==> config.mk <==
export PLATFORM = sky130hd
export DESIGN_NAME = xe_ta_gen
export DESIGN_NICKNAME = d
export VERILOG_FILES = /design/src/rtl/xe_ta_gen.sv
export SDC_FILE = /design/constraint.sdc
export NUM_CORES = 1
export LEC_CHECK = 0
export ABC_AREA = 1
export BUFFER_PORTS_ARGS = -buffer_cell sky130_fd_sc_hd__buf_4
export CAP_MARGIN = 10
export CORE_AREA = 4 4 105 182
export CTS_CLUSTER_DIAMETER = 40
export DETAILED_ROUTE_END_ITERATION = 6
export DIE_AREA = 0 0 109 186
export SYNTH_ARGS = -nofsm -noshare
export SYNTH_HDL_FRONTEND = slang
export SYNTH_SLANG_ARGS = --single-unit
==> constraint.sdc <==
create_clock -name clk -period 6.8 [get_ports clk]
set_input_delay 1.02 -clock clk [delete_from_list [all_inputs] [get_ports clk]]
set_output_delay 1.02 -clock clk [all_outputs]
set_load 0.01 [all_outputs]
==> src/rtl/xe_ta_gen.sv <==
module xe_ta_gen #(
  parameter int AW = 20,
  parameter int WW = 24
) (
  input  logic          clk,
  input  logic          rst_n,
  input  logic [31:0]   instr_i,
  input  logic [1:0]    cls_i,
  input  logic [WW-1:0] base_i,
  input  logic [WW-1:0] idx_i,
  input  logic [WW-1:0] pc_i,
  output logic [2:0]    len_o,
  output logic [7:0]    opcode_o,
  output logic [2:0]    am_o,
  output logic [1:0]    rel_o,
  output logic          idx_o,
  output logic          ext_o,
  output logic [AW-1:0] ta_o,
  output logic          imm_vld_o,
  output logic          ind_req_o,
  output logic          err_o
);
  localparam logic [2:0] AM_NONE = 3'd0, AM_SIMPLE = 3'd1, AM_IMM = 3'd2,
                         AM_IND = 3'd3, AM_LEGACY = 3'd4;

  logic        fn, fi, fx, fb, fp, fe;
  logic [11:0] d12;
  logic [19:0] a20;
  assign {fn, fi, fx, fb, fp, fe} = instr_i[25:20];
  assign d12 = instr_i[19:8];
  assign a20 = instr_i[19:0];

  logic [AW-1:0] xoff, field, ta_n;
  logic [2:0]    len_n, am_n;
  logic [1:0]    rel_n;
  logic [7:0]    opc_n;
  logic          idx_n, ext_n, imm_n, ind_n, err_n;

  assign xoff = fx ? AW'(idx_i) : '0;

  always_comb begin
    len_n = 3'd1; opc_n = instr_i[31:24]; am_n = AM_NONE; rel_n = 2'b00;
    idx_n = 1'b0; ext_n = 1'b0; ta_n = '0; imm_n = 1'b0; ind_n = 1'b0;
    err_n = 1'b0; field = '0;
    case (cls_i)
      2'b01: len_n = 3'd1;
      2'b10: len_n = 3'd2;
      2'b11: err_n = 1'b1;
      default: begin
        opc_n = {instr_i[31:26], 2'b00};
        idx_n = fx;
        if (!fn && !fi) begin
          len_n = 3'd3;
          am_n  = AM_LEGACY;
          ta_n  = AW'({fb, fp, fe, d12}) + xoff;
        end else begin
          len_n = fe ? 3'd4 : 3'd3;
          ext_n = fe;
          rel_n = {fb, fp};
          am_n  = (fn && fi) ? AM_SIMPLE : (fi ? AM_IMM : AM_IND);
          if (fe)      field = AW'(a20);
          else if (fp) field = {{(AW-12){d12[11]}}, d12};
          else         field = AW'(d12);
          case ({fb, fp})
            2'b00: ta_n = field;
            2'b01: ta_n = AW'(pc_i) + field;
            2'b10: ta_n = AW'(base_i) + field;
            default: err_n = 1'b1;
          endcase
          if (fx && !(fn && fi)) err_n = 1'b1;
          if (err_n) ta_n = '0;
          else       ta_n = ta_n + xoff;
          imm_n = !fn && fi && !err_n;
          ind_n = fn && !fi && !err_n;
        end
      end
    endcase
  end

  always_ff @(posedge clk) begin
    if (!rst_n) begin
      len_o <= '0; opcode_o <= '0; am_o <= '0; rel_o <= '0; idx_o <= 1'b0;
      ext_o <= 1'b0; ta_o <= '0; imm_vld_o <= 1'b0; ind_req_o <= 1'b0;
      err_o <= 1'b0;
    end else begin
      len_o <= len_n; opcode_o <= opc_n; am_o <= am_n; rel_o <= rel_n;
      idx_o <= idx_n; ext_o <= ext_n; ta_o <= ta_n; imm_vld_o <= imm_n;
      ind_req_o <= ind_n; err_o <= err_n;
    end
  end

  a_r10_err_quiet: assert property (@(posedge clk) disable iff (!rst_n)
    err_o |-> (ta_o == '0 && !imm_vld_o && !ind_req_o));
  a_r7_r8_exclusive: assert property (@(posedge clk) disable iff (!rst_n)
    !(imm_vld_o && ind_req_o));
  a_r2_ext_len: assert property (@(posedge clk) disable iff (!rst_n)
    (am_o != AM_NONE && am_o != AM_LEGACY) |-> (ext_o == (len_o == 3'd4)));
  a_r9_legacy_shape: assert property (@(posedge clk) disable iff (!rst_n)
    (am_o == AM_LEGACY) |-> (len_o == 3'd3 && !ext_o && rel_o == 2'b00));
  a_r1_short_len: assert property (@(posedge clk) disable iff (!rst_n)
    (cls_i == 2'b10) |=> (len_o == 3'd2 && am_o == AM_NONE && !err_o));
  a_r10_reserved: assert property (@(posedge clk) disable iff (!rst_n)
    (cls_i == 2'b11) |=> err_o);
  a_r11_reset: assert property (@(posedge clk)
    !rst_n |=> (len_o == 3'd0 || rst_n));
endmodule

## Word level (Yosys, flattened, before mapping)

Index checks and enable logic that the tools add are counted.
W data, S select, Z words.

| word-level totals | value |
|---|---|
| bits of input ports | 108 |
| bits in writable memories | 0 |
| output and inout bits | 41 |
| bits in registers | 41 |
| bits in latches | 0 |
| memories kept | 0 |
| bits in read-only memories | 0 |

| operators by class | value |
|---|---|
| reduce and logical (&&, ||, !) cells | 20 |
| bitwise gates (word level) | 1 |
| divide/modulo/power cells | 0 |
| shift operators | 0 |
| muxes and demuxes | 22 |
| $add $sub $neg | 4 |
| $mul | 0 |
| eq/ne operators | 5 |
| order comparisons | 0 |

Operators by type and width:

| cell | count |
|---|---|
| $mux W20 | 9 |
| $add A20 B20 Y20 | 3 |
| $pmux W20 S3 | 1 |
| $add A15 B20 Y20 | 1 |
| $mux W3 | 3 |
| $logic_and A1 B1 Y1 | 7 |
| $eq A2 B2 Y1 const B | 3 |
| $mux W1 | 6 |
| $pmux W3 S2 | 1 |
| $reduce_or A3 Y1 | 2 |
| $reduce_or A6 Y1 | 1 |
| $reduce_or A5 Y1 | 1 |
| $eq A2 B1 Y1 const B | 2 |
| $logic_not A1 Y1 | 4 |
| $reduce_or A2 Y1 | 2 |
| $reduce_or A4 Y1 | 1 |
| $logic_not A2 Y1 | 1 |
| $mux W2 | 1 |
| $pmux W1 S2 | 1 |
| $reduce_and A2 Y1 | 1 |
| $not A1 Y1 | 1 |

## Logic depth before layout (Yosys ltp)

Gate-level depths: netlist of run 1.

| logic depth | value |
|---|---|
| depth in word-level cells | 11 |
| gate-level depth with buffers | 28 |
| gate-level depth less buffers | 27 |

## Worst setup path before layout of run 1

OpenSTA, ideal clock, no wires.

| timing path | value |
|---|---|
| path kind | input -> register |
| start point | input instr_i[21] |
| end point | register ta_o[19] |
| library setup time | 0.067 ns |
| arrival | 4.730 ns |
| data required time | 6.733 ns |
| slack | 2.003 ns |
| stages on the path | 26 |
| cell sequence | inv_1 -> ha_1 -> buf_2 -> buf_1 -> mux2_2 -> ha_1 -> nand2_2 -> nor2_2 -> inv_1 -> nor2_4 -> a21oi_2 -> o21bai_1 -> nand2_1 -> nand2_1 -> a21boi_1 -> o21ai_1 -> a21oi_1 -> ha_1 -> nand2_1 -> nor4_1 -> nand3_1 -> nand3_1 -> inv_1 -> nand3_2 -> nand3_2 -> a21oi_2 |

| between the ends | value |
|---|---|
| cells in the longest elaborated chain, start to end | 11 |

Ends and longest elaborated chain:

| item | RTL line | source |
|---|---|---|
| start, declared | 7 | `input logic [31:0] instr_i,` |
| $mux W20 | 62 | `else if (fp) field = {{(AW-12){d12[11]}}, d12};` |
| $mux W20 | 61 | `if (fe) field = AW'(a20);` |
| $mux W20 | 52 | `if (!fn && !fi) begin` |
| $mux W20 | 45 | `case (cls_i)` |
| $add A20 B20 Y20 (on tied branches) | 67, 66 |  |
| $pmux W20 S3 | 64 | `case ({fb, fp})` |
| $mux W20 | 52 |  |
| $mux W20 | 45 |  |
| $add A20 B20 Y20 | 72 | `else ta_n = ta_n + xoff;` |
| $mux W20 | 71 | `if (err_n) ta_n = '0;` |
| $mux W20 * | 52 |  |
| end signal, assigned | 87 | `idx_o <= idx_n; ext_o <= ext_n; ta_o <= ta_n; imm_vld_o <= imm_n;` |
| end, declared | 18 | `output logic [AW-1:0] ta_o,` |

Mark *: on every way between the ends. The rest lies on a longest branch, timed or not. The select of a mux whose other input is x is not followed.
A chain may end at the register's enable or synchronous reset.

## Worst setup path in the final report of run 1

Same ends and word-level chain as after synthesis.

==> impl_results.rst, run 1 <==
.. list-table::
   :header-rows: 1

   * - Metric
     - Value
   * - Status
     - completed
   * - Horizontal die dimension
     - 109 µm
   * - CP max FO
     - 21
   * - CTS tree
     - done
   * - Worst path required time
     - 7.03 ns
   * - Initial Utilization
     - 0.296
   * - Global-route wire length before repair
     - 26900 µm
   * - Crit path DAT
     - 5.69 ns
   * - Number of ports placed on the die boundary
     - between 100 and 150
   * - Quantity of I/O buffers inserted on ports
     - 136
   * - Library cells used by synthesis
     - 51
   * - Internal Pwr Total
     - 0.636 mW
   * - Setup Crit Path Kind
     - in2reg
   * - Violation count after the first detailed-route iteration
     - slightly above 200
   * - Main flop type after synthesis
     - sky130_fd_sc_hd__dfxtp_1
   * - Peak Freq
     - 0.183 GHz
   * - Maximum clock insertion buffer count
     - 2
   * - GRT Resource Usage Total
     - 0.172
   * - Netlist Area Pre-Place
     - ~5200 µm²
   * - Transition at the pin with the smallest max-transition slack
     - 0.935 ns
   * - Number of global-route vias before repair
     - 5565
   * - Hold EP
     - opcode_o[2]
   * - Wirelength per Cell
     - 15.3 µm
   * - Number of synthesized flops with an enable pin
     - 0
   * - Total design power
     - 1.06 mW
   * - Std cell rows
     - 64
   * - Hold Violations, Final
     - 0
   * - Number of warnings issued by yosys
     - 0
   * - HPWL after detailed placement
     - 15500 µm
   * - Async set-or-reset flop fraction in the synthesized netlist
     - 0
   * - Part of the total power dissipated in the clock network
     - 0.262
   * - Switch Pwr
     - 0.425 mW
   * - Post-Layout Cell Count
     - approximately 1200
   * - Number of register bits inferred by synthesis
     - 41
   * - Total setup buffers inserted after CTS
     - 0
   * - Cell total after placement
     - ~1200
   * - Final weighted congestion in routability-driven placement
     - 0.956
   * - Hold path cells
     - 3
   * - Portion of total power attributed to combinational logic
     - 0.496
   * - Critical Path Sink Type
     - flip-flop
   * - Crit start category
     - input pin
   * - Net count after synthesis
     - 974
   * - Cts bufs inserted
     - 5
   * - Antenna Violating Nets Remaining
     - 0
   * - Part of the cycle the worst path needs
     - 0.803
   * - Fraction of the core area covered by cells at the end of the flow
     - 0.378
   * - Average vias per placed instance
     - 4.83
   * - Via total after detailed routing
     - 5613
   * - Startpoint of the worst setup timing path
     - instr_i[21]
   * - Power per unit of standard cell area
     - between 150 and 200 nW/µm²
   * - Clock Sink Count
     - 41
   * - Switching share of power
     - 0.400
   * - Final routed DRC violation total
     - 0
   * - Die ar.
     - 20300 µm²
   * - Number of nets in the final layout
     - 1103
   * - Number of gates resized after CTS
     - 0
   * - Antenna diode count
     - 0
   * - Leakage power
     - around 3.4 nW
   * - Classification of the worst-slack hold path
     - in2reg
   * - Total wirelength of the detailed-routed design
     - between 15000 and 20000 µm
   * - Congestion Overflow GR
     - 0
   * - Worst slack on hold paths
     - around 0.9 ns
   * - Final setup TNS
     - 0 ns
   * - Number of filler instances in the final layout
     - 1897
   * - Clock-pin transition on the worst setup and hold timing paths
     - 0.07 ns
   * - Antenna violations before repair
     - 0
   * - Average cell area after synthesis
     - 6.48 µm²
   * - Floorplan die height
     - 186 µm
   * - Pins over their slew limit
     - 0
   * - Seq pwr share
     - 0.242
   * - Slew Limit Headroom
     - 0.374
   * - Unrepaired setup endpoints after global routing
     - false
   * - Number of H-tree levels
     - 2
   * - Router iterations before antenna repair
     - 5
   * - Largest net degree at the start of global routing
     - 23
   * - Synthesized instance count
     - 802
   * - Post-layout minimum cycle time
     - about 5.5 ns
   * - Startpoint of the tightest hold check path
     - instr_i[26]
   * - Worst IR Drop VDD
     - roughly 0.085 mV
   * - Synth-to-layout area growth
     - 27.4%
   * - Share of final-layout standard cells stronger than drive strength 1
     - 0.262
   * - Cell at the root of the clock tree
     - sky130_fd_sc_hd__clkbuf_16
   * - Proportion of synthesized chip area in sequential cells
     - 0.158
   * - Hold buffers post-CTS
     - 0
   * - # Max-Cap Violations
     - 0
   * - Count of final setup violators
     - 0
   * - Core region area
     - between 15000 and 20000 µm²
power by group through the flow:
stage          clock, mW  sequential [mW]  combinational [mW]
2_1_floorplan          0            0.267               0.358
3_3_place_gp           0            0.262               0.522
3_5_place_dp           0            0.262               0.526
4_1_cts            0.286            0.256               0.528
5_1_grt            0.298            0.257               0.591
6_report           0.278            0.256               0.527
cell families (layout without fill, tap and decap cells):
kind of cell,Yosys count,after routing,synth area share
buffers and inverters,122,252,0.0905
flip-flops,41,41,0.158
adder cells (fa/ha/maj),64,64,0.158
AND/OR/NAND/NOR,344,344,0.304
AO/OA/AOI/OAI,204,204,0.234
XOR/XNOR,8,8,0.0135
multiplexers,19,19,0.0412
cell usage after synthesis, types with 7 or more instances:
cell type / count / area share
sky130_fd_sc_hd__o21ai_0: 47 / 0.045
sky130_fd_sc_hd__a21oi_2: 10 / 0.017
sky130_fd_sc_hd__nor4_1: 7 / 0.0084
sky130_fd_sc_hd__nor2_1: 40 / 0.029
sky130_fd_sc_hd__inv_2: 10 / 0.0072
sky130_fd_sc_hd__dfxtp_1: 41 / 0.16
sky130_fd_sc_hd__or2_2: 10 / 0.012
sky130_fd_sc_hd__nand2_1: 187 / 0.14
sky130_fd_sc_hd__nand3_2: 10 / 0.019
sky130_fd_sc_hd__inv_1: 95 / 0.069
sky130_fd_sc_hd__clkbuf_1: 8 / 0.0058
sky130_fd_sc_hd__o21ai_1: 15 / 0.014
sky130_fd_sc_hd__nor3_1: 9 / 0.0087
sky130_fd_sc_hd__a21oi_1: 86 / 0.083
sky130_fd_sc_hd__mux2_2: 19 / 0.041
sky130_fd_sc_hd__ha_1: 61 / 0.15
sky130_fd_sc_hd__nand2_2: 22 / 0.026
sky130_fd_sc_hd__xor2_1: 7 / 0.012
sky130_fd_sc_hd__nand3_1: 38 / 0.037
state kept, by name, summed over array words and instances, names as in the netlist, 2 cells and up:
register	cells
opcode_o	8
am_o	3
len_o	3
ta_o	20
rel_o	2
worst max-delay path, stage by stage:
cell,delay [ns]
sky130_fd_sc_hd__buf_4,0.14
sky130_fd_sc_hd__inv_1,0.11
sky130_fd_sc_hd__ha_1,0.16
sky130_fd_sc_hd__buf_4,0.27
sky130_fd_sc_hd__mux2_2,0.38
sky130_fd_sc_hd__ha_1,0.34
sky130_fd_sc_hd__nand2_1,0.09
sky130_fd_sc_hd__nand2_1,0.09
sky130_fd_sc_hd__nand2_1,0.07
sky130_fd_sc_hd__nand3_1,0.08
sky130_fd_sc_hd__a311oi_1,0.51
sky130_fd_sc_hd__nand3_1,0.33
sky130_fd_sc_hd__or2_1,0.30
sky130_fd_sc_hd__nand3_1,0.07
sky130_fd_sc_hd__a21oi_1,0.08
sky130_fd_sc_hd__ha_1,0.41
sky130_fd_sc_hd__nand2_1,0.13
sky130_fd_sc_hd__nor4_1,0.39
sky130_fd_sc_hd__nand3_1,0.13
sky130_fd_sc_hd__nand3_1,0.20
sky130_fd_sc_hd__inv_1,0.08
sky130_fd_sc_hd__nand3_2,0.08
sky130_fd_sc_hd__nand3_2,0.07
sky130_fd_sc_hd__a21oi_2,0.15
per-layer routing:
metal | GRT usage | vias to the layer above | routed length, µm | part of all wire
met1 | 0.167 | 2507 | 6250 | 0.35
met2 | 0.345 | 127 | 10000 | 0.56
met5 | 0 | - | 0 | 0
met3 | 0.0135 | 34 | 695 | 0.039
li1 | - | 2945 | - | -
met4 | 0.0940 | 0 | 812 | 0.046
worst max-delay path by stage:
stage	cells after the start	endpoint
after floorplan	26	ta_o[19]
after global placement	24	ta_o[19]
after detailed placement	24	ta_o[19]
after CTS	24	ta_o[19]
after global routing	23	ta_o[17]
final	24	ta_o[19]
through the flow:
step,area [µm²],setup slack [ns]
floorplan,5200,2.00
global placement,6450,1.15
detailed placement,6450,1.06
CTS,6620,1.37
global route,6620,1.10
finish,6620,1.34
placed cells by master (no fill, tap or decap), types with 3 or more instances in the layout:
cell type                   instances
sky130_fd_sc_hd__nand2_1          187
sky130_fd_sc_hd__buf_4            139
sky130_fd_sc_hd__inv_1             95
sky130_fd_sc_hd__a21oi_1           86
sky130_fd_sc_hd__ha_1              61
sky130_fd_sc_hd__o21ai_0           47
sky130_fd_sc_hd__dfxtp_1           41
sky130_fd_sc_hd__nor2_1            40
sky130_fd_sc_hd__nand3_1           38
sky130_fd_sc_hd__nand2_2           22
sky130_fd_sc_hd__mux2_2            19
sky130_fd_sc_hd__o21ai_1           15
sky130_fd_sc_hd__nand3_2           10
sky130_fd_sc_hd__a21oi_2           10
sky130_fd_sc_hd__inv_2             10
sky130_fd_sc_hd__or2_2             10
sky130_fd_sc_hd__nor3_1             9
sky130_fd_sc_hd__nor4_1             7
sky130_fd_sc_hd__xor2_1             7
sky130_fd_sc_hd__nand4_1            6
sky130_fd_sc_hd__a21boi_1           6
sky130_fd_sc_hd__a21o_1             5
sky130_fd_sc_hd__a21boi_0           5
sky130_fd_sc_hd__o21a_1             5
sky130_fd_sc_hd__clkbuf_16          5
sky130_fd_sc_hd__nor2_4             4
sky130_fd_sc_hd__o211ai_1           3
sky130_fd_sc_hd__o31ai_1            3
sky130_fd_sc_hd__or2_1              3
sky130_fd_sc_hd__or2_0              3
sky130_fd_sc_hd__nor2_2             3
sky130_fd_sc_hd__fa_1               3
final cells by class:
class / instances / area [µm²] / area share
multi-input cells: 639 / 3910 / 0.590
repair buffers: 139 / 1040 / 0.158
clock inverters: 3 / 43.8 / 0.00661
clock buffers: 5 / 125 / 0.0189
flip-flops and latches: 41 / 821 / 0.124
well taps: 231 / 289 / 0.0436
inverters: 105 / 394 / 0.0595
No activity file was read; power rests on OpenSTA's default activity.
==> run 2: changes to the inputs <==
Settings changed: ABC_AREA 1 to 0, CORE_AREA 4 4 105 182 to 4 4 100 172, DIE_AREA 0 0 109 186 to 0 0 104 176.
Clock period 6.8 ns to 5.5 ns, I/O delays scaled along.
==> run 2 against run 1 <==
Synthesized cell count fell by 30%. Non-clock buffer count rose by 38. First-iteration DRC count fell by 45%. Die area fell by 9.7%. Utilization rose by 1.9 points. Largest power group unchanged. Highest routed layer unchanged.
==> impl_results.rst, run 2 <==
.. list-table::
   :header-rows: 1

   * - Metric
     - Value
   * - Status
     - completed
   * - CTS tree
     - done
   * - Antenna Violating Nets Remaining
     - 0
   * - Largest net degree at the start of global routing
     - 26
   * - Floorplan die height
     - about 180 µm
   * - Cells along the critical path
     - buf_4 > inv_1 > ha_2 > mux2_2 > ha_1 > fa_1 > a21o_1 > a311oi_2 > o21ai_1 > a31oi_2 > o21bai_1 > xnor2_1 > o22ai_2 > ha_1 > a21o_1 > a21o_1 > a21oi_1 > a2bb2oi_1 > o31ai_2 > o41ai_2 > xnor3_1 > o211ai_2
   * - Critical Path Sink Type
     - flip-flop
   * - Synth-to-layout area growth
     - 35.6%
   * - Hold buffers post-CTS
     - 0
   * - Setup slack of the critical path after layout
     - 0.260 ns
   * - Number of ports placed on the die boundary
     - ~150
   * - Hold Violations, Final
     - 0
   * - Classification of the worst-slack hold path
     - in2reg
   * - Number of global-route vias before repair
     - about 4800
   * - Async set-or-reset flop fraction in the synthesized netlist
     - 0
   * - Xor/xnor cell area share of the yosys netlist
     - 0.0821
   * - Most common cell after layout, fill and taps aside
     - sky130_fd_sc_hd__buf_4
   * - Net count after synthesis
     - 735
   * - Average cell area after synthesis
     - between 8 and 9 µm²
   * - Final setup TNS
     - 0 ns
   * - Number of register bits inferred by synthesis
     - 41
   * - Unrepaired setup endpoints after global routing
     - false
   * - Number of H-tree levels
     - 2
   * - Worst path most repeated cell
     - sky130_fd_sc_hd__a21o_1
   * - Final weighted congestion in routability-driven placement
     - 0.864
   * - Netlist Area Pre-Place
     - 4650 µm²
   * - Antenna diode count
     - 0
   * - Post-Synth Adder-Cell Area
     - 0.177
   * - Number of warnings issued by yosys
     - 0
   * - Antenna violations before repair
     - 0
   * - Crit path DAT
     - about 5.5 ns
   * - Count of final setup violators
     - 0
   * - Die ar.
     - ~18000 µm²
   * - Setup Crit Path Kind
     - in2reg
   * - Total wirelength of the detailed-routed design
     - 14900 µm
   * - Global-route wire length before repair
     - 23300 µm
   * - Horizontal die dimension
     - about 100 µm
   * - Crit start category
     - input pin
   * - Part of the cycle the worst path needs
     - 0.953
   * - Max reg flops
     - 20
   * - Most flops, register
     - ta_o
   * - Maximum clock insertion buffer count
     - 2
   * - Area share of the largest cell type after synthesis
     - 0.177
   * - Synthesized instance count
     - 563
   * - Cts bufs inserted
     - 5
   * - Top post-synthesis cells by count
     - 61 x sky130_fd_sc_hd__ha_1, 41 x sky130_fd_sc_hd__dfxtp_1, 40 x sky130_fd_sc_hd__nor2_1, 38 x sky130_fd_sc_hd__a21oi_1, 32 x sky130_fd_sc_hd__nand2_1
   * - Main flop type after synthesis
     - sky130_fd_sc_hd__dfxtp_1
   * - Clock Sink Count
     - 41
   * - Router iterations before antenna repair
     - 5
   * - Transition at the pin with the smallest max-transition slack
     - 0.824 ns
   * - Average vias per placed instance
     - 5.06
   * - Quantity of I/O buffers inserted on ports
     - 136
   * - Std cell rows
     - 61
   * - Share of final-layout standard cells stronger than drive strength 1
     - 0.322
   * - Initial Utilization
     - 0.293
   * - Largest family of logic cells by synthesized area
     - compound AO/OA/AOI/OAI gates
   * - Compound-gate portion of the synthesized area
     - 0.274
   * - Slew Limit Headroom
     - 0.449
   * - Clock-pin transition on the worst setup and hold timing paths
     - 0.06 ns
   * - Via total after detailed routing
     - 4650
   * - Number of nets in the final layout
     - 901
   * - Violation count after the first detailed-route iteration
     - 111
   * - Number of filler instances in the final layout
     - 1646
   * - Worst path required time
     - 5.71 ns
   * - Fraction of the core area covered by cells at the end of the flow
     - 0.397
   * - Core region area
     - between 15000 and 20000 µm²
   * - Library cells used by synthesis
     - around 70
   * - GRT Resource Usage Total
     - 0.159
   * - Peak Freq
     - 0.191 GHz
   * - CP max FO
     - 3
   * - Cell with the most instances after synthesis
     - sky130_fd_sc_hd__ha_1
   * - Proportion of synthesized chip area in sequential cells
     - 0.177
   * - Power per unit of standard cell area
     - 199 nW/µm²
   * - Final routed DRC violation total
     - 0
   * - Worst IR Drop VDD
     - roughly 0.11 mV
   * - # Max-Cap Violations
     - 0
   * - Wirelength per Cell
     - 16.3 µm
   * - Cell at the root of the clock tree
     - sky130_fd_sc_hd__clkbuf_16
   * - Slowest stage cell, crit path
     - sky130_fd_sc_hd__fa_1
   * - Congestion Overflow GR
     - 0
   * - Leading area contributor after synthesis
     - sky130_fd_sc_hd__dfxtp_1
   * - Worst Setup Slack post-DPL
     - -0.319 ns
   * - HPWL after detailed placement
     - between 10000 and 15000 µm
   * - Area fraction in and, or, nand and nor cells after synthesis
     - 0.181
   * - Pins over their slew limit
     - 0
   * - Delay contributed by the slowest stage of the critical path
     - 0.45 ns
   * - Multiplexer area fraction after synthesis
     - 0.0770
   * - Number of synthesized flops with an enable pin
     - 0
   * - Total setup buffers inserted after CTS
     - 0
   * - Leakage power
     - roughly 3 nW
   * - Cell types occupying the most area after synthesis
     - sky130_fd_sc_hd__dfxtp_1 18%, sky130_fd_sc_hd__ha_1 16%, sky130_fd_sc_hd__mux2_2 7.3%
   * - Post-layout minimum cycle time
     - 5.24 ns
   * - Registers with the highest flip-flop counts
     - ta_o (20), opcode_o (8)
   * - Top library cells by usage in the layout, fill and taps aside
     - 177 x sky130_fd_sc_hd__buf_4, 60 x sky130_fd_sc_hd__ha_1, 41 x sky130_fd_sc_hd__dfxtp_1, 40 x sky130_fd_sc_hd__nor2_1, 38 x sky130_fd_sc_hd__a21oi_1
==> run 2: changes by cell type in the layout (fill, tap and decap cells not counted), moves of 22 or more <==
cell | before | now
sky130_fd_sc_hd__a21oi_1 | 86 | 38
sky130_fd_sc_hd__and2_1 | 2 | 26
sky130_fd_sc_hd__buf_4 | 139 | 177
sky130_fd_sc_hd__inv_1 | 95 | 21
sky130_fd_sc_hd__nand2_1 | 187 | 32
sky130_fd_sc_hd__nand2_2 | 22 | 0
sky130_fd_sc_hd__nand3_1 | 38 | 6
sky130_fd_sc_hd__o21ai_0 | 47 | 21
==> run 2: worst max-delay path: cells and delay by family <==
kind / cells / cell delay [ns]
adders and majority gates: 4 / 1.24
AOI/OAI and AO/OA: 13 / 2.36
muxes: 1 / 0.35
xor gates and xnor gates: 2 / 0.47
buffers and inverters: 2 / 0.20
==> run 2: worst paths after layout <==
path,from,cells after the start,endpoint
setup / recovery,instr_i[21],22,ta_o[19]
hold / removal,instr_i[24],2,ind_req_o
==> run 2: final cells by class <==
type / instances / area [µm²] / share of cell area
clock buffers: 6 / 129 / 0.0205
clock inverters: 2 / 10.0 / 0.00159
flip-flops and latches: 41 / 821 / 0.130
well taps: 189 / 236 / 0.0376
inverters: 21 / 78.8 / 0.0125
repair buffers: 177 / 1330 / 0.211
multi-input cells: 483 / 3690 / 0.587
==> run 2: stage by stage <==
stage / total power, mW / hold slack [ns] / std cells / cell area, µm²
finish: 1.26 / 0.747 / 919 / 6300
global route: 1.35 / 0.745 / 919 / 6300
CTS: 1.27 / 0.739 / 919 / 6290
detailed placement: 0.985 / 1.04 / 911 / 6140
global placement: 0.980 / 1.04 / 911 / 6140
floorplan: 0.752 / 0.904 / 563 / 4650
==> run 2: where the power goes <==
part	internal, mW	switching (mW)	leakage [nW]	total, mW
logic	0.331	0.333	2.66	0.665
registers	0.313	0.00408	0.335	0.317
clock network	0.166	0.108	0.0706	0.274
total	0.811	0.445	3.07	1.26
==> run 2: metal layers <==
metal  GRT usage  routed length [µm]  share of wire  vias to the layer above
met5           0                   0              0                        -
met4      0.0987                 836          0.056                        0
met3      0.0238                 672          0.045                       39
met2       0.315                8000           0.54                      131
met1       0.151                5430           0.36                     2074
li1            -                   -              -                     2406
==> run 2: what timing repair did <==
item                                    4_1_cts  5_1_grt
pin swaps                                     0        4
endpoints found under the setup margin        1        2
cloned                                        0        0
hold endpoints to repair                      0        0
gates resized for setup                       1        2
==> run 2: cells by family after synthesis <==
kind of cell,count (synthesis)
buffers and inverters,39
DFF,41
muxes,32
xor gates and xnor gates,42
and+or+nand+nor,163
AOI/OAI and AO/OA,182
adders and majority gates,64
==> run 3: changes to the inputs <==
Clock period 5.5 ns to 4.2 ns, I/O delays scaled along.
==> run 3 against run 2 <==
The run now ends with negative setup slack left. Clock power rose by 64%. Combinational power rose by 55%. Wire length rose by 7.0%. Critical path type unchanged. Largest cell class unchanged. Highest routed layer unchanged.
==> impl_results.rst, run 3 (synthesized netlist as in run 2, its figures left out) <==
.. list-table::
   :header-rows: 1

   * - Metric
     - Value
   * - Cell at the root of the clock tree
     - sky130_fd_sc_hd__clkbuf_16
   * - Clock Sink Count
     - 41
   * - Power per unit of standard cell area
     - ~270 nW/µm²
   * - Cell total after placement
     - 969
   * - Worst IR Drop VDD
     - 0.169 mV
   * - Number of filler instances in the final layout
     - 1613
   * - Via total after detailed routing
     - 4948
   * - Largest net degree at the start of global routing
     - 26
   * - Number of global-route vias before repair
     - 5024
   * - Antenna Violating Nets Remaining
     - 0
   * - Setup slack of the critical path after layout
     - -0.347 ns
   * - Maximum clock insertion buffer count
     - 2
   * - Peak Freq
     - around 0.22 GHz
   * - Most flops, register
     - ta_o
   * - Congestion Overflow GR
     - 0
   * - Crit path DAT
     - around 4.8 ns
   * - Portion of total power attributed to combinational logic
     - 0.544
   * - Number of H-tree levels
     - 2
   * - Final Instance Area
     - 7060 µm²
   * - Top library cells by usage in the layout, fill and taps aside
     - 241 x sky130_fd_sc_hd__buf_4, 57 x sky130_fd_sc_hd__ha_1, 41 x sky130_fd_sc_hd__dfxtp_1, 38 x sky130_fd_sc_hd__nor2_1, 32 x sky130_fd_sc_hd__nand2_1
   * - Seq pwr share
     - 0.219
   * - Delay contributed by the slowest stage of the critical path
     - 0.36 ns
   * - Std cell rows
     - approximately 60
   * - Most common cell after layout, fill and taps aside
     - sky130_fd_sc_hd__buf_4
   * - Violation count after the first detailed-route iteration
     - 176
   * - Slowest stage cell, crit path
     - sky130_fd_sc_hd__a311oi_2
   * - Floorplan die height
     - 176 µm
   * - Quantity of I/O buffers inserted on ports
     - around 140
   * - Number of ports placed on the die boundary
     - 149
   * - Global-route wire length before repair
     - 25100 µm
   * - Post-Layout Cell Count
     - 987
   * - Clock-pin transition on the worst setup and hold timing paths
     - 0.06 ns
   * - Initial Utilization
     - 0.293
   * - Wirelength per Cell
     - 16.2 µm
   * - Worst path required time
     - 4.41 ns
   * - Horizontal die dimension
     - 104 µm
   * - Switch Pwr
     - between 0.6 and 0.7 mW
   * - Die ar.
     - ~18000 µm²
   * - Cells along the critical path
     - buf_12 > inv_12 > ha_4 > mux2_4 > ha_4 > fa_2 > a21o_1 > a311oi_2 > nor2_1 > o21a_1 > nor2_2 > xor2_1 > o21ai_1 > ha_1 > a21o_1 > a21oi_2 > o31ai_2 > a21oi_2 > o31ai_2 > o41ai_2 > xnor3_1 > o211ai_2
   * - Failing checks
     - negative setup slack
   * - Capture point of the worst path
     - ta_o[19]
   * - Final routed DRC violation total
     - 0
   * - Leakage power
     - 3.45 nW
   * - HPWL after detailed placement
     - 13800 µm
   * - Instance area at placement
     - 6640 µm²
   * - Classification of the worst-slack hold path
     - in2reg
   * - Setup Crit Path Kind
     - in2reg
   * - Registers with the highest flip-flop counts
     - ta_o (20), opcode_o (8)
   * - Count of final setup violators
     - 10
   * - GRT Resource Usage Total
     - 0.172
   * - # Max-Cap Violations
     - 0
   * - Number of nets in the final layout
     - 968
   * - Average vias per placed instance
     - roughly 5
   * - Part of the total power dissipated in the clock network
     - 0.237
   * - Hold buffers post-CTS
     - 0
   * - Router iterations before antenna repair
     - 4
   * - Slew Limit Headroom
     - 0.491
   * - Final weighted congestion in routability-driven placement
     - 0.871
   * - Antenna violations before repair
     - 1
   * - CTS tree
     - done
   * - Post-layout minimum cycle time
     - 4.55 ns
   * - Total wirelength of the detailed-routed design
     - 16000 µm
   * - Internal Pwr Total
     - about 1.2 mW
   * - Hold Violations, Final
     - 0
   * - Switching share of power
     - 0.341
   * - Part of the cycle the worst path needs
     - 1.08
   * - Crit start category
     - input pin
   * - Cts bufs inserted
     - 5
   * - Transition at the pin with the smallest max-transition slack
     - roughly 0.76 ns
   * - Status
     - finished with violations
   * - Pins over their slew limit
     - 0
   * - Critical Path Sink Type
     - flip-flop
   * - Unrepaired setup endpoints after global routing
     - true
   * - Max reg flops
     - 20
   * - Core region area
     - 15900 µm²
   * - Share of final-layout standard cells stronger than drive strength 1
     - 0.410
   * - Startpoint of the worst setup timing path
     - instr_i[21]
   * - CP max FO
     - 5
   * - Synth-to-layout area growth
     - 51.9%
run 3: what timing repair did:
action / CTS / global route
setup endpoints to repair: 10 / 11
buffers inserted: 7 / 4
resized for setup: 19 / 15
pin swaps: 30 / 23
run 3: area by class of cell:
type                       instances  area (µm²)  share of cell area
multi-input combinational        483        3880               0.549
timing repair buffer             244        1850               0.262
sequential                        41         821               0.116
tap                              189         236              0.0335
clock buffer                       6         139              0.0197
inverter                          21        91.3              0.0129
clock inverter                     2        37.5             0.00532
antenna                            1        2.50            0.000355
run 3: stage by stage:
step	total power [mW]	hold slack (ns)	util	TNS, ns	setup slack, ns
floorplan	0.996	0.709	-	-1.52	-0.514
global placement	1.38	0.841	0.418	-5.85	-0.793
detailed placement	1.38	0.843	0.418	-6.11	-0.884
CTS	1.88	0.543	0.438	-1.35	-0.256
global route	2.03	0.541	0.444	-4.29	-0.556
finish	1.90	0.551	0.444	-2.52	-0.347
run 3: worst min-delay path by stage:
stage	startpoint	slack [ns]	depth (start not counted)	endpoint
after floorplan	instr_i[24]	0.71	1	ind_req_o
after global placement	instr_i[30]	0.84	2	opcode_o[6]
after detailed placement	instr_i[31]	0.84	2	opcode_o[7]
after CTS	instr_i[29]	0.54	2	opcode_o[5]
after global routing	instr_i[31]	0.54	2	opcode_o[7]
final	instr_i[31]	0.55	2	opcode_o[7]
run 3: worst max-delay path: cells and delay by family:
family / cells / cell delay, ns
AOI/OAI and AO/OA: 11 / 1.98
xor gates and xnor gates: 2 / 0.44
adders and majority gates: 4 / 1.03
buffers and inverters: 2 / 0.15
muxes: 1 / 0.32
and+or+nand+nor: 2 / 0.19
run 3: power by group through the flow:
stage / clock (mW) / combinational [mW] / sequential [mW]
after detailed placement: 0 / 0.959 / 0.424
after global routing: 0.482 / 1.13 / 0.418
after CTS: 0.462 / 1.00 / 0.416
final: 0.450 / 1.03 / 0.415
after floorplan: 0 / 0.561 / 0.435
after global placement: 0 / 0.952 / 0.424
run 3: metal layers:
layer  GRT usage  part of all wire  up-vias
met3      0.0201             0.040       32
met4      0.0965             0.045        0
li1            -                 -     2539
met2       0.327              0.54      137
met5           0                 0        -
met1       0.183              0.38     2240
